===== src/rtl/pwm_pct_pkg.sv =====
package pwm_pct_pkg;
   typedef enum logic {CNT_UP = 1'b0, CNT_DOWN = 1'b1} cnt_dir_e;
   localparam int unsigned PCT_FULL = 100;
endpackage


===== src/rtl/pwm_pct_mapper.sv =====
module pwm_pct_mapper #(
   parameter int unsigned DIV_W = 8,
   parameter int unsigned CNT_W = 10,
   parameter int unsigned PCT_W = 7
) (
   input  logic             clk,
   input  logic             rst_n,
   input  logic [DIV_W-1:0] div_in,
   input  logic [CNT_W-1:0] top_in,
   input  logic [PCT_W-1:0] pct_in,
   input  logic             ctr_in,
   output logic [DIV_W-1:0] div_pend,
   output logic [CNT_W-1:0] top_pend,
   output logic [CNT_W:0]   thr_pend,
   output logic             ctr_pend
);
   import pwm_pct_pkg::*;
   localparam int unsigned PW = CNT_W + 1 + PCT_W;

   logic [PCT_W-1:0] pct_q;
   logic [CNT_W-1:0] top_q;
   logic [DIV_W-1:0] div_q;
   logic             ctr_q;
   logic [PW-1:0]    prod_c;
   logic [PW-1:0]    quo_c;
   logic [PCT_W-1:0] pct_clamped;

   always_comb begin
      if (PW'(pct_in) > PW'(PCT_FULL)) pct_clamped = PCT_W'(PCT_FULL);
      else                             pct_clamped = pct_in;
   end

   // stage 1: capture and clamp
   always_ff @(posedge clk or negedge rst_n) begin
      if (!rst_n) begin
         pct_q <= '0;
         top_q <= '0;
         div_q <= '0;
         ctr_q <= 1'b0;
      end else begin
         pct_q <= pct_clamped;
         top_q <= top_in;
         div_q <= div_in;
         ctr_q <= ctr_in;
      end
   end

   always_comb begin
      prod_c = (PW'(top_q) + PW'(1)) * PW'(pct_q);
      quo_c  = prod_c / PW'(PCT_FULL);
   end

   // stage 2: threshold result, kept aligned with its top value
   always_ff @(posedge clk or negedge rst_n) begin
      if (!rst_n) begin
         thr_pend <= '0;
         top_pend <= '0;
         div_pend <= '0;
         ctr_pend <= 1'b0;
      end else begin
         thr_pend <= quo_c[CNT_W:0];
         top_pend <= top_q;
         div_pend <= div_q;
         ctr_pend <= ctr_q;
      end
   end
endmodule


===== src/rtl/pwm_tick_div.sv =====
module pwm_tick_div #(
   parameter int unsigned DIV_W = 8
) (
   input  logic             clk,
   input  logic             rst_n,
   input  logic [DIV_W-1:0] div_act,
   output logic             tick
);
   logic [DIV_W-1:0] pre_cnt;

   assign tick = (pre_cnt >= div_act);

   always_ff @(posedge clk or negedge rst_n) begin
      if (!rst_n)    pre_cnt <= '0;
      else if (tick) pre_cnt <= '0;
      else           pre_cnt <= pre_cnt + DIV_W'(1);
   end
endmodule


===== src/rtl/pwm_period_cnt.sv =====
module pwm_period_cnt #(
   parameter int unsigned CNT_W     = 10,
   parameter bit          CENTER_EN = 1'b1
) (
   input  logic             clk,
   input  logic             rst_n,
   input  logic             tick,
   input  logic [CNT_W-1:0] top_act,
   input  logic             ctr_act,
   output logic [CNT_W-1:0] cnt,
   output logic             wrap
);
   import pwm_pct_pkg::*;
   cnt_dir_e dir;

   generate
      if (CENTER_EN) begin : g_center
         logic at_top, low_top;
         assign at_top  = (cnt >= top_act);
         assign low_top = (top_act <= CNT_W'(1));
         always_comb begin
            if (!ctr_act)            wrap = tick && at_top;
            else if (dir == CNT_UP)  wrap = tick && at_top && low_top;
            else                     wrap = tick && (cnt <= CNT_W'(1));
         end
         always_ff @(posedge clk or negedge rst_n) begin
            if (!rst_n) begin
               cnt <= '0;
               dir <= CNT_UP;
            end else if (wrap) begin
               cnt <= '0;
               dir <= CNT_UP;
            end else if (tick) begin
               if (!ctr_act) begin
                  cnt <= cnt + CNT_W'(1);
               end else if (dir == CNT_UP) begin
                  if (at_top) begin
                     cnt <= cnt - CNT_W'(1);
                     dir <= CNT_DOWN;
                  end else begin
                     cnt <= cnt + CNT_W'(1);
                  end
               end else begin
                  cnt <= cnt - CNT_W'(1);
               end
            end
         end
      end else begin : g_edge_only
         assign wrap = tick && (cnt >= top_act);
         assign dir  = CNT_UP;
         always_ff @(posedge clk or negedge rst_n) begin
            if (!rst_n)     cnt <= '0;
            else if (wrap)  cnt <= '0;
            else if (tick)  cnt <= cnt + CNT_W'(1);
         end
      end
   endgenerate
endmodule


===== src/rtl/pwm_pct_channel.sv =====
module pwm_pct_channel #(
   parameter int unsigned DIV_W     = 8,
   parameter int unsigned CNT_W     = 10,
   parameter int unsigned PCT_W     = 7,
   parameter bit          CENTER_EN = 1'b1,
   parameter bit          ACT_HIGH  = 1'b1
) (
   input  logic             clk,
   input  logic             rst_n,
   input  logic [DIV_W-1:0] div_sel,
   input  logic [CNT_W-1:0] top_sel,
   input  logic [PCT_W-1:0] duty_pct,
   input  logic             center_sel,
   input  logic             out_en,
   output logic             pwm_out,
   output logic             period_start
);
   generate
      if (PCT_W < 7) begin : g_bad_pct
         $error("PCT_W must hold the value 100");
      end
      if (CNT_W < 2) begin : g_bad_cnt
         $error("CNT_W must be at least 2");
      end
      if (DIV_W < 1) begin : g_bad_div
         $error("DIV_W must be at least 1");
      end
   endgenerate

   logic [DIV_W-1:0] div_pend, div_act;
   logic [CNT_W-1:0] top_pend, top_act;
   logic [CNT_W:0]   thr_pend, thr_act;
   logic             ctr_pend, ctr_act;
   logic             tick, wrap;
   logic [CNT_W-1:0] cnt;
   logic             below;

   pwm_pct_mapper #(.DIV_W(DIV_W), .CNT_W(CNT_W), .PCT_W(PCT_W)) u_map (
      .clk(clk), .rst_n(rst_n),
      .div_in(div_sel), .top_in(top_sel), .pct_in(duty_pct), .ctr_in(center_sel),
      .div_pend(div_pend), .top_pend(top_pend), .thr_pend(thr_pend), .ctr_pend(ctr_pend)
   );

   pwm_tick_div #(.DIV_W(DIV_W)) u_div (
      .clk(clk), .rst_n(rst_n), .div_act(div_act), .tick(tick)
   );

   pwm_period_cnt #(.CNT_W(CNT_W), .CENTER_EN(CENTER_EN)) u_cnt (
      .clk(clk), .rst_n(rst_n), .tick(tick), .top_act(top_act),
      .ctr_act(ctr_act), .cnt(cnt), .wrap(wrap)
   );

   // live settings load only at a period boundary
   always_ff @(posedge clk or negedge rst_n) begin
      if (!rst_n) begin
         div_act      <= '0;
         top_act      <= '0;
         thr_act      <= '0;
         ctr_act      <= 1'b0;
         period_start <= 1'b0;
      end else begin
         period_start <= wrap;
         if (wrap) begin
            div_act <= div_pend;
            top_act <= top_pend;
            thr_act <= thr_pend;
            ctr_act <= ctr_pend;
         end
      end
   end

   assign below = ({1'b0, cnt} < thr_act);

   generate
      if (ACT_HIGH) begin : g_pol_hi
         assign pwm_out = out_en & below;
      end else begin : g_pol_lo
         assign pwm_out = ~(out_en & below);
      end
   endgenerate
endmodule


===== config.mk =====
export PLATFORM = sky130hd
export DESIGN_NAME = pwm_pct_channel
export DESIGN_NICKNAME = d
export VERILOG_FILES = /design/src/rtl/pwm_pct_pkg.sv /design/src/rtl/pwm_pct_mapper.sv /design/src/rtl/pwm_tick_div.sv /design/src/rtl/pwm_period_cnt.sv /design/src/rtl/pwm_pct_channel.sv
export SDC_FILE = /design/constraint.sdc
export NUM_CORES = 1
export LEC_CHECK = 0
export BUFFER_PORTS_ARGS = -buffer_cell sky130_fd_sc_hd__buf_2
export CAP_MARGIN = 20
export CORE_UTILIZATION = 60
export CTS_CLUSTER_DIAMETER = 50
export DETAILED_ROUTE_END_ITERATION = 12
export PLACE_DENSITY_LB_ADDON = 0.25
export SYNTH_ARGS = -nofsm -noshare
export SYNTH_HDL_FRONTEND = slang
export SYNTH_SLANG_ARGS = --single-unit

===== constraint.sdc =====
create_clock -name clk -period 21.1 [get_ports clk]
set_input_delay 2.11 -clock clk [delete_from_list [all_inputs] [get_ports clk]]
set_output_delay 2.11 -clock clk [all_outputs]
set_load 0.01 [all_outputs]

==> metrics.yaml <==
hold_path_end: "u_map.div_pend[2]"
syn_area_um2: 9440
synth_common_cells: "dfrtp_1, nand2_1, inv_1"
critPathKind: "reg2reg"
rows: 45
wire_per_inst_um: 16.2
synth_seq_cells: 106
grt_max_degree: 58
diodes: 0
clockBufferDepth: 2
synthArstFlopShare: 1.00
syn-num-nets: 1192
numPortBuffers: 30
critPathMaxStageDelay_ns: 0.69
fin_area_um2: 10100
insertion_delay_ns: 0.35
htreeDepth: 3
cts_hold_buffers: 0
routed_wl_mm: 20.7
drv_slew: 0
hold_viol_final: 0
crit_fanout: 17
drt_iter0_drc: 532
grt_util_all_layers: 0.273
yosysMostFrequentCell: "dfrtp_1"
cts.reportedPaths.clkPinSlew_ns: 0.08
cts_sinks: 106
cts_setup_buffers: 0
r2r_slack_ns: 8.24
fill_cells: 1217
dieArea_um2: 16200
drc: 0
ioPinCount: 31
maxCapViolations: 0
yosys-top-cells-area: "dfrtp_1, fa_1, ha_1, nand2_1, o21ai_0"
crit_path_frequent_cell: "fa_1"
routabilityCongestion: 0.909
cp.required_ns: 21.38
slew_headroom: 0.365
grt_antenna_before_repair: 0
synth-edff-count: 0
post_dp_cell_area_um2: 9740
fp.dieW_um: 127
synthCells: 1051
avgSynthCellArea_um2: 8.98
arrival_ns: 13.14
firstDrtPassIters: 7
skew_ns: 0.0101
status: "completed"
setup_tns_ns: 0
grt.overflow.total: 0
reg2reg_from: "u_map.top_q[0]"
fin_nets: 1205
cts_tree: "done"
synth_top_area_frac: 0.281
fin_util: 0.659
post_cts_resized: 0
grt_first_pass_wirelength_mm: 35.9
start_util: 0.619
cts_made_buffers: 9
ant_nets: 0
hp-class: "reg2reg"
die_y_um: 127
cp-end-kind: "flop"
startpoint_type: "flop"
area_delta_synth_final_pct: 6.53
min_path_cells: 0
hp-start: "u_map.div_q[2]"
worstRegToRegCells: 40
drt-vias-per-instance: 6.10
worst_pin_slew_ns: 0.946
drive_gt1_frac: 0.0982
synth_warnings: 0
synth_top_flop_cell: "dfrtp_1"
critPathSlowestCell: "mux2i_1"
path_delay_family: "compound AO/OA/AOI/OAI gates"
critPathBufInv: 3
final-setup-viol-count: 0
grt_pass1_vias: 7339
rsz0062_at_grt: "no"
synth_top_area_cell: "dfrtp_1"
core_area_um2: 15300
ys_seq_area_frac: 0.281
ys_types: 102
root_buffer: "clkbuf_16"
num_vias: 7809
post-route-period-util: 0.610
fin_crit_ns: 12.86
fmax_ghz: 0.0777
dpl.hpwl_mm: 15.6
reg2reg_to: "u_map.thr_pend[0]"
[how the worst max path moves through the flow]
stage | slack, ns | startpoint | cells after the start | to
after global placement | 8.46 | u_map.top_q[0] | 39 | u_map.thr_pend[0]
final | 8.24 | u_map.top_q[0] | 40 | u_map.thr_pend[0]
after detailed placement | 8.42 | u_map.top_q[0] | 39 | u_map.thr_pend[0]
after floorplan | 10.26 | u_map.top_q[0] | 42 | u_map.thr_pend[0]
after CTS | 8.35 | u_map.top_q[0] | 39 | u_map.thr_pend[0]
after global routing | 7.34 | u_map.top_q[0] | 40 | u_map.thr_pend[0]
[per-layer routing]
metal | wire length (um) | share of wire | up-vias | track usage
li1 | - | - | 3799 | -
met1 | 10300 | 0.50 | 3793 | 0.404
met5 | 0 | 0 | - | 0
met3 | 786 | 0.038 | 19 | 0.0268
met2 | 9450 | 0.46 | 198 | 0.429
met4 | 210 | 0.010 | 0 | 0.0693
[logic make-up (layout without fill, tap and decap cells)]
group	count (synthesis)	after routing	synth area share
and+or+nand+nor	374	374	0.209
AOI/OAI and AO/OA	294	294	0.227
adders and majority gates	112	112	0.183
buffers and inverters	110	128	0.0462
DFF	106	106	0.281
xor gates and xnor gates	41	41	0.0388
muxes	14	14	0.0154
[cell usage in the layout, fill, tap and decap left out, drive strengths merged, types with 11 or more instances in the layout]
cell type,n
dfrtp,106
nand2,100
o21ai,80
inv,78
ha,68
nor2,56
a21oi,55
nor2b,50
fa,44
and2,36
buf,35
nand3,31
xnor2,22
nand2b,22
nor3,20
xor2,19
o211ai,19
a21o,17
and3,15
a31oi,13
nor4,11
[metrics by stage]
stage          hold WS, ns  worst slack (ns)  instances
5_1_grt              0.355              7.34       1280
3_5_place_dp         0.336              8.42       1263
6_report             0.350              8.24       1280
2_1_floorplan        0.331             10.26       1051
3_3_place_gp         0.332              8.46       1263
4_1_cts              0.353              8.35       1279
[flip-flops by register name (all words and copies together) (netlist names), 10 cells and up]
register and cells:
top_act 10, thr_act 11, u_map.top_pend 10, u_cnt.cnt 10, u_map.thr_pend 11, u_map.top_q 10
[area by class of cell]
| cell class | instances | area (um2) | share of cell area |
|---|---|---|---|
| timing repair buffer | 35 | 190 | 0.0189 |
| clock inverter | 7 | 85.1 | 0.00846 |
| inverter | 77 | 289 | 0.0287 |
| multi-input combinational | 835 | 6350 | 0.632 |
| clock buffer | 9 | 225 | 0.0224 |
| sequential | 106 | 2650 | 0.264 |
| tap | 211 | 264 | 0.0262 |
Power is left out: the tool's default activity adds up to more than one toggle a clock period on the data nets, which glitch-free logic cannot reach.
